--- config.mk ---
export PLATFORM = sky130hd
export DESIGN_NAME = remkey_decoder
export DESIGN_NICKNAME = d
export VERILOG_FILES = /design/src/rtl/remkey_pkg.sv /design/src/rtl/remkey_tick_gen.sv /design/src/rtl/remkey_uart_rx.sv /design/src/rtl/remkey_code_map.sv /design/src/rtl/remkey_gap_class.sv /design/src/rtl/remkey_decoder.sv
export SDC_FILE = /design/constraint.sdc
export NUM_CORES = 1
export LEC_CHECK = 0
export BUFFER_PORTS_ARGS = -buffer_cell sky130_fd_sc_hd__clkbuf_2
export CAP_MARGIN = 20
export CORE_MARGIN = 2
export CORE_UTILIZATION = 55
export DETAILED_ROUTE_END_ITERATION = 8
export PLACE_DENSITY = 0.78
export SLEW_MARGIN = 10
export SYNTH_ARGS = -nofsm -noshare
export SYNTH_HDL_FRONTEND = slang
export SYNTH_SLANG_ARGS = --single-unit
--- constraint.sdc ---
create_clock -name clk -period 2.45 [get_ports clk]
set_clock_uncertainty 0.2 [all_clocks]
set_input_delay 0.735 -clock clk [delete_from_list [all_inputs] [get_ports clk]]
set_output_delay 0.735 -clock clk [all_outputs]
set_load 0.1 [all_outputs]
--- src/rtl/remkey_pkg.sv ---
package remkey_pkg;

  localparam int KEY_W  = 6;
  localparam int BYTE_W = 8;
  localparam int OVS    = 16;
  localparam logic [BYTE_W-KEY_W-1:0] KEY_PREFIX = '1;

  typedef enum logic [1:0] {
    RX_IDLE,
    RX_START,
    RX_DATA,
    RX_STOP
  } rx_state_e;

  function automatic logic maj3(input logic a, input logic b, input logic c);
    return (a & b) | (a & c) | (b & c);
  endfunction

endpackage

--- src/rtl/remkey_tick_gen.sv ---
module remkey_tick_gen #(
  parameter int unsigned DIV = 325
) (
  input  logic clk,
  input  logic rst_n,
  output logic tick
);
  localparam int CW = (DIV > 1) ? $clog2(DIV) : 1;
  localparam logic [CW-1:0] LAST = CW'(DIV - 1);

  logic [CW-1:0] cnt_q, cnt_n;
  logic          tick_n;

  always_comb begin
    if (cnt_q == LAST) begin
      cnt_n  = '0;
      tick_n = 1'b1;
    end else begin
      cnt_n  = cnt_q + 1'b1;
      tick_n = 1'b0;
    end
  end

  always_ff @(posedge clk or negedge rst_n) begin
    if (!rst_n) begin
      cnt_q <= '0;
      tick  <= 1'b0;
    end else begin
      cnt_q <= cnt_n;
      tick  <= tick_n;
    end
  end
endmodule

--- src/rtl/remkey_uart_rx.sv ---
module remkey_uart_rx
  import remkey_pkg::*;
#(
  parameter int DATA_W = BYTE_W
) (
  input  logic              clk,
  input  logic              rst_n,
  input  logic              tick,
  input  logic              rx,
  output logic              byte_vld,
  output logic              stop_err,
  output logic [DATA_W-1:0] byte_data
);
  localparam int PH_W = $clog2(OVS);
  localparam int BC_W = $clog2(DATA_W);
  localparam logic [PH_W-1:0] PH_A    = PH_W'(OVS/2 - 1);
  localparam logic [PH_W-1:0] PH_B    = PH_W'(OVS/2);
  localparam logic [PH_W-1:0] PH_C    = PH_W'(OVS/2 + 1);
  localparam logic [PH_W-1:0] PH_LAST = PH_W'(OVS - 1);
  localparam logic [BC_W-1:0] BC_LAST = BC_W'(DATA_W - 1);

  rx_state_e         st_q, st_n;
  logic [PH_W-1:0]   ph_q, ph_n;
  logic [BC_W-1:0]   bc_q, bc_n;
  logic              sa_q, sa_n, sb_q, sb_n;
  logic [DATA_W-1:0] sh_q, sh_n;
  logic              vld_n, err_n;
  logic              vote;

  assign vote = maj3(sa_q, sb_q, rx);

  always_comb begin
    st_n  = st_q;
    ph_n  = ph_q;
    bc_n  = bc_q;
    sa_n  = sa_q;
    sb_n  = sb_q;
    sh_n  = sh_q;
    vld_n = 1'b0;
    err_n = 1'b0;
    if (tick) begin
      unique case (st_q)
        RX_IDLE: begin
          if (!rx) begin
            st_n = RX_START;
            ph_n = '0;
          end
        end
        RX_START: begin
          ph_n = ph_q + 1'b1;
          if (ph_q == PH_B && rx) begin
            st_n = RX_IDLE;
          end else if (ph_q == PH_LAST) begin
            st_n = RX_DATA;
            ph_n = '0;
            bc_n = '0;
          end
        end
        RX_DATA: begin
          ph_n = ph_q + 1'b1;
          if (ph_q == PH_A) sa_n = rx;
          if (ph_q == PH_B) sb_n = rx;
          if (ph_q == PH_C) sh_n = {vote, sh_q[DATA_W-1:1]};
          if (ph_q == PH_LAST) begin
            ph_n = '0;
            if (bc_q == BC_LAST) st_n = RX_STOP;
            else                 bc_n = bc_q + 1'b1;
          end
        end
        RX_STOP: begin
          ph_n = ph_q + 1'b1;
          if (ph_q == PH_A) sa_n = rx;
          if (ph_q == PH_B) sb_n = rx;
          if (ph_q == PH_C) begin
            vld_n = vote;
            err_n = ~vote;
            st_n  = RX_IDLE;
          end
        end
        default: st_n = RX_IDLE;
      endcase
    end
  end

  always_ff @(posedge clk or negedge rst_n) begin
    if (!rst_n) begin
      st_q     <= RX_IDLE;
      ph_q     <= '0;
      bc_q     <= '0;
      sa_q     <= 1'b1;
      sb_q     <= 1'b1;
      sh_q     <= '0;
      byte_vld <= 1'b0;
      stop_err <= 1'b0;
    end else begin
      st_q     <= st_n;
      ph_q     <= ph_n;
      bc_q     <= bc_n;
      sa_q     <= sa_n;
      sb_q     <= sb_n;
      sh_q     <= sh_n;
      byte_vld <= vld_n;
      stop_err <= err_n;
    end
  end

  assign byte_data = sh_q;
endmodule

--- src/rtl/remkey_code_map.sv ---
module remkey_code_map
  import remkey_pkg::*;
(
  input  logic [BYTE_W-1:0] code,
  output logic              known,
  output logic [KEY_W-1:0]  key
);
  logic [KEY_W-1:0] low;
  logic             single;

  assign low    = code[KEY_W-1:0];
  assign single = (low != '0) && ((low & (low - 1'b1)) == '0);
  assign known  = (code[BYTE_W-1:KEY_W] == KEY_PREFIX) && single;
  assign key    = known ? low : '0;
endmodule

--- src/rtl/remkey_gap_class.sv ---
module remkey_gap_class
  import remkey_pkg::*;
#(
  parameter int unsigned REPEAT_CYC = 25_000_000
) (
  input  logic             clk,
  input  logic             rst_n,
  input  logic             hit,
  input  logic [KEY_W-1:0] hit_key,
  output logic             press,
  output logic             repeat_ev,
  output logic [KEY_W-1:0] key
);
  localparam int TW = $clog2(REPEAT_CYC + 1);
  localparam logic [TW-1:0] TMR_MAX = TW'(REPEAT_CYC);

  logic [TW-1:0]    tmr_q, tmr_n;
  logic [KEY_W-1:0] key_n;
  logic             press_n, rep_n;

  always_comb begin
    tmr_n   = (tmr_q == TMR_MAX) ? tmr_q : tmr_q + 1'b1;
    key_n   = key;
    press_n = 1'b0;
    rep_n   = 1'b0;
    if (hit) begin
      tmr_n = '0;
      key_n = hit_key;
      if (hit_key == key && tmr_q < TMR_MAX) rep_n   = 1'b1;
      else                                   press_n = 1'b1;
    end
  end

  always_ff @(posedge clk or negedge rst_n) begin
    if (!rst_n) begin
      tmr_q     <= TMR_MAX;
      key       <= '0;
      press     <= 1'b0;
      repeat_ev <= 1'b0;
    end else begin
      tmr_q     <= tmr_n;
      key       <= key_n;
      press     <= press_n;
      repeat_ev <= rep_n;
    end
  end
endmodule

--- src/rtl/remkey_decoder.sv ---
module remkey_decoder
  import remkey_pkg::*;
#(
  parameter int unsigned CLK_HZ     = 50_000_000,
  parameter int unsigned BAUD       = 9600,
  parameter int unsigned REPEAT_CYC = CLK_HZ / 2
) (
  input  logic             clk,
  input  logic             rst_n,
  input  logic             rx_line,
  output logic             key_press,
  output logic             key_repeat,
  output logic [KEY_W-1:0] key_onehot,
  output logic             frame_err
);
  localparam int unsigned TICK_DIV = CLK_HZ / (BAUD * OVS);

  logic [1:0]        rst_sync;
  logic              rst_i_n;
  logic [1:0]        rx_sync;
  logic              tick;
  logic              byte_vld;
  logic [BYTE_W-1:0] byte_data;
  logic              known;
  logic [KEY_W-1:0]  code_key;

  always_ff @(posedge clk or negedge rst_n) begin
    if (!rst_n) rst_sync <= '0;
    else        rst_sync <= {rst_sync[0], 1'b1};
  end
  assign rst_i_n = rst_sync[1];

  always_ff @(posedge clk or negedge rst_i_n) begin
    if (!rst_i_n) rx_sync <= '1;
    else          rx_sync <= {rx_sync[0], rx_line};
  end

  remkey_tick_gen #(.DIV(TICK_DIV)) tick_i (
    .clk  (clk),
    .rst_n(rst_i_n),
    .tick (tick)
  );

  remkey_uart_rx #(.DATA_W(BYTE_W)) rx_i (
    .clk      (clk),
    .rst_n    (rst_i_n),
    .tick     (tick),
    .rx       (rx_sync[1]),
    .byte_vld (byte_vld),
    .stop_err (frame_err),
    .byte_data(byte_data)
  );

  remkey_code_map map_i (
    .code (byte_data),
    .known(known),
    .key  (code_key)
  );

  remkey_gap_class #(.REPEAT_CYC(REPEAT_CYC)) gap_i (
    .clk      (clk),
    .rst_n    (rst_i_n),
    .hit      (byte_vld & known),
    .hit_key  (code_key),
    .press    (key_press),
    .repeat_ev(key_repeat),
    .key      (key_onehot)
  );
endmodule

# After elaboration in Yosys (flattened, before gate mapping)
# Cells that the tools add are included.
[word_totals]
elab_cells = 97
reg_bits = 68
in_bits = 3
out_inout_bits = 9
[classes]
n_addsub = 5
eq_ne = 21
magnitude_cmp = 1
n_mux = 31
bitwise_logic = 8
n_reduce_logical = 15
[op_table]
columns = ["cell", "count"]
rows = [
  ["25-bit 2-to-1 mux", 2],
  ["25-bit by 1-bit adder with 25-bit output, second input constant", 1],
  ["25-bit equality test, second input constant", 1],
  ["25-bit less-than comparator, second input constant", 1],
  ["4-bit one-hot mux with 4 select lines", 1],
  ["4-bit equality test, second input constant", 3],
  ["2-bit 2-to-1 mux", 6],
  ["3-bit 2-to-1 mux", 4],
  ["4-bit 2-to-1 mux", 3],
  ["6-bit AND reduction", 2],
  ["1-bit 2-to-1 mux", 11],
  ["2-bit by 1-bit != test with 1-bit output, second input constant", 5],
  ["9-bit by 1-bit adder with 9-bit output, second input constant", 1],
  ["9-bit equality test, second input constant", 1],
  ["9-bit 2-to-1 mux", 1],
  ["3-bit AND reduction", 3],
  ["2-bit one-hot mux with 4 select lines", 1],
  ["6-bit bitwise AND", 1],
  ["2-bit equality test, second input constant", 3],
  ["6-bit equality test", 1],
  ["6-bit logical NOT", 1],
  ["6-bit 2-to-1 mux", 1],
  ["2-bit != test, second input constant", 3],
  ["3-bit one-hot mux with 2 select lines", 1],
  ["other kinds (16)", 23],
]

# Logic depth before layout (Yosys ltp)
[depth]
word_depth = 10
mapped_depth = 8
ltp_nobuf = 7

# By module
# A second synthesis with hierarchy kept.
[hier_totals]
hier_cells = 349
hier_area_um2 = 3577.2
[by_module_without_submodules]
columns = ["mod", "seq_area_each_um2", "cells_each", "area_each_um2", "instances"]
rows = [
  ["remkey_gap_class", 840.8, 183, 1800.5, 1],
  ["remkey_uart_rx", 528.0, 95, 1071.0, 1],
  ["remkey_tick_gen", 250.2, 42, 449.2, 1],
  ["remkey_code_map", 0.0, 23, 143.9, 1],
  ["remkey_decoder", 102.6, 6, 112.6, 1],
]

# Worst setup path before layout
# Ideal clock, no wire load.
[synth_timing]
kind = "reg-to-reg"
startpoint = "register rx_i.sh_q[1] (netlist: rx_i.byte_data[1])"
endpoint = "register gap_i.key[4]"
path_slack_ns = 0.243
t_required_ns = 2.123
t_arrival_ns = 1.881
setup_time_ns = 0.127
path_stages_with_launch = 8
period_less_slack_ns = 2.207
n_path_buf = 2
cell_sequence = "dfrtp_1 buf_6 nor4_4 mux2i_1 or3_4 nor2_8 buf_12 mux2_4"
[synth_via]
elab_chain_len = 6
elab_cells_between_ends = 8
cone_classes = "add/sub: 1; mux: 1; bitwise: 2; reduce/logical: 4"
[synth_lines]
columns = ["item", "line_no", "rtl"]
rows = [
  ["start: declaration", "remkey_uart_rx.sv:26", "logic [DATA_W-1:0] sh_q, sh_n;"],
  ["start signal: assignment", "remkey_uart_rx.sv:101", "sh_q <= sh_n;"],
  ["6-bit by 1-bit subtractor with 6-bit output", "remkey_code_map.sv:12", "assign single = (low != '0) && ((low & (low - 1'b1)) == '0);"],
  ["6-bit bitwise AND", "remkey_code_map.sv:12", ""],
  ["6-bit logical NOT", "remkey_code_map.sv:12", ""],
  ["1-bit logical AND *", "remkey_code_map.sv:12", ""],
  ["1-bit logical AND *", "remkey_code_map.sv:13", "assign known = (code[BYTE_W-1:KEY_W] == KEY_PREFIX) && single;"],
  ["6-bit 2-to-1 mux / 1-bit bitwise AND (equally long branches)", "remkey_code_map.sv:14, remkey_decoder.sv:63", ""],
  ["end signal: assignment", "remkey_gap_class.sv:42", "key <= key_n;"],
  ["end: declaration", "remkey_gap_class.sv:12", "output logic [KEY_W-1:0] key"],
]
# Mark *: on every way between the ends. The rest lies on a longest branch, timed or not.
# A chain may end at the register's enable or synchronous reset.

# Worst setup path after layout
[layout_timing]
startpoint = "register rx_i.sh_q[1] (netlist: rx_i.byte_data[1])"
endpoint = "register gap_i.key[2]"
# Same word-level chain as after synthesis.

==> run metrics <==
Power Total around 2.0 mW; FP Rows 29; global-route wire length before repair 11140 um; max cap viols 0; total wire length approximately 6500 um; placed cell area between 3000 and 4000 um2; share of the yosys chip area belonging to registers 0.4860; pin count of the biggest net entering global routing 34; Slew Limit Fails 0; maximum VDD drop 277.5 uV; number of global-route vias before repair between 2000 and 2500; cell count after placement approximately 430; share of cells above drive strength 1 0.1978; Max-slew headroom 0.6351; crit start category flip-flop; Yosys top cell area share 0.3674; Synth Register Bits slightly below 70; WL per Instance around 15 um; remaining antenna violation count 0; status finished, final reports clean; via count ~2500; Worst R2R Path Depth 5; Post-Layout Cell Count about 450; Post-synth EDFFs 0; Die Wd about 84 um; FF-to-FF setup slack roughly 0.14 ns; Critical Path RT between 2 and 2.5 ns; fraction of registers with async set/reset 1.000; DRT Pass-1 Iters 4; top-count cell post-synth dfrtp_1; Setup crit end kind flip-flop; Post-Syn Area per Cell 10.39 um2; initial antenna violation count 0; postcts setup bufs 0; Initial Util 0.5643; synthesized area ~3500 um2; largest buffer count on any clock path 2; total CTS buffers 9; Yosys warning count 0; Leakage between 1.5 and 2 nW; vias per cell between 5 and 6; clock root buffer clkbuf_8; clock sink count 68; GP Congestion about 0.81; Core Area 6277 um2; H-tree Lvls 3; Area growth, synth to finish 9.431%; Main synth FF type dfrtp_1; fin crit period roughly 2.3 ns; Hold Crit Class flip-flop to async pin; design area approximately 3900 um2; Die Ht about 84 um; largest cells by area after synthesis dfrtp_1 (37%), dfstp_2 (12%), ha_1 (4.9%); pwr dens just over 500 nW/um2; worst-margin pin slew around 0.55 ns; hpwl dp 4399 um; Congestion Overflow GR 0; # setup viols final 0; clk_lat worst skew roughly 0.34 ns; CP arrival about 2.3 ns; Tot GR Track Use 0.1949; Final nets around 380; CP Class flip-flop to flip-flop; Worst Setup EP gap_i.key[2]; Post-synth top cells dfrtp_1 (52), nor2_1 (44), nand2_1 (29); drt initial violations between 90 and 100; Critical R2R Capture gap_i.key[2]; Antenna Cells 0; fin crit share 0.9421; Mapped Cells ~340; Yosys cell types roughly 50; CTS tree built; # port buffers 11; Setup crit start rx_i.byte_data[1]; most area-hungry cell type in the Yosys netlist dfrtp_1; worst r2r src rx_i.byte_data[1]; crit-path max FO 9; I/O pin cnt 12; Clock transition at path regs roughly 0.070 ns; DRC errors left 0; Fin. Hold Viols 0; syn_nets approximately 360; max frequency around 430 MHz; die area a little over 7000 um2; RSZ-0062 raised after global routing no; setup TNS 0 ns
[cells in the final DEF (no fill, tap or decap), types with 5 or more instances in the layout]
master / synthesis / routed
mux2_2: 13 / 13
a21oi_1: 5 / 5
o21ai_0: 8 / 8
nand2_1: 29 / 29
clkbuf_8: 0 / 10
and3_1: 5 / 5
nor3_1: 7 / 7
ha_1: 14 / 14
nand3_1: 18 / 18
nor2_1: 44 / 44
xor2_1: 17 / 17
buf_4: 1 / 8
nor4_1: 10 / 10
inv_1: 13 / 13
xnor2_1: 14 / 14
dfrtp_1: 52 / 51
clkbuf_2: 0 / 11
dfstp_2: 16 / 16
nand2b_1: 9 / 9
nand4_1: 10 / 10
[cell type report]
class                      instances  area, um2
clock buffer                      11      141.4
timing repair buffer              22      146.4
fill                             502       2401
tap                               77      96.34
inverter                          13      48.80
multi-input combinational        250       1693
clock inverter                     5      27.53
sequential                        68       1723
[worst min-delay path by stage]
stage                      end
3_3_place_gp   tick_i.cnt_q[6]
2_1_floorplan      rst_sync[1]
6_report            rx_sync[0]
4_1_cts             rx_sync[0]
5_1_grt             rx_sync[0]
3_5_place_dp   tick_i.cnt_q[6]
[repair_timing]
item,in CTS,in global routing
endpoints found under the hold margin,8,0
endpoints found under the setup margin,0,16
gates resized for setup,0,2
hold buffers,2,0
[metrics by stage]
stage | hold WS (ns) | util | setup slack (ns)
global route | 0.06696 | 0.6175 | 0.02475
CTS | 0.05992 | 0.6167 | 0.1103
global placement | -0.09081 | 0.5866 | 0.2122
detailed placement | -0.08585 | 0.5866 | 0.1350
floorplan | 0.1312 | - | 0.2430
finish | 0.05269 | 0.6175 | 0.1419
[layer usage]
metal,track usage,part of all wire,up-vias
met5,0,0,-
met4,0.1026,0.021,0
met3,0.03245,0.028,11
met2,0.3196,0.48,42
met1,0.2481,0.47,1248
li1,-,-,1239
[worst max-delay path, cell delays in order (launching register included)]
cell and delay (ns):
dfrtp_1 0.50, nor4_4 0.32, mux2i_1 0.18, or3_4 0.46, nor2_8 0.18, mux2_2 0.35
[registers in the layout, indices dropped and copies added, names as in the netlist, named ones only]
signal           count
gap_i.tmr_q         25
tick_i.cnt_q         9
rx_i.byte_data       8
gap_i.key            6
rx_i.ph_q            4
rx_i.bc_q            3
rst_sync             2
rx_sync              2
gap_i.press          1
gap_i.repeat_ev      1
rx_i.byte_vld        1
rx_i.sa_q            1
rx_i.sb_q            1
rx_i.st_q            1
rx_i.stop_err        1
tick_i.tick          1
[power by group]
part | switching [mW] | leakage, nW | internal, mW
Clock | 0.415 | 0.0889 | 0.388
Combinational | 0.0204 | 0.776 | 0.00552
Sequential | 0.00307 | 0.867 | 1.13
Total | 0.439 | 1.73 | 1.52
[kinds of logic (layout without fill, tap and decap cells)]
| family | count (synthesis) | in the layout | synth area share |
|---|---|---|---|
| flops | 68 | 68 | 0.4860 |
| mux | 19 | 19 | 0.06111 |
| simple gates | 153 | 153 | 0.2275 |
| xor+xnor | 31 | 31 | 0.07665 |
| compound gates | 31 | 31 | 0.05900 |
| buf+inv | 23 | 51 | 0.03638 |
| other cells | 1 | 1 | 0.001059 |
| fa+ha+maj | 15 | 15 | 0.05228 |
(Power assumes the default switching activity.)
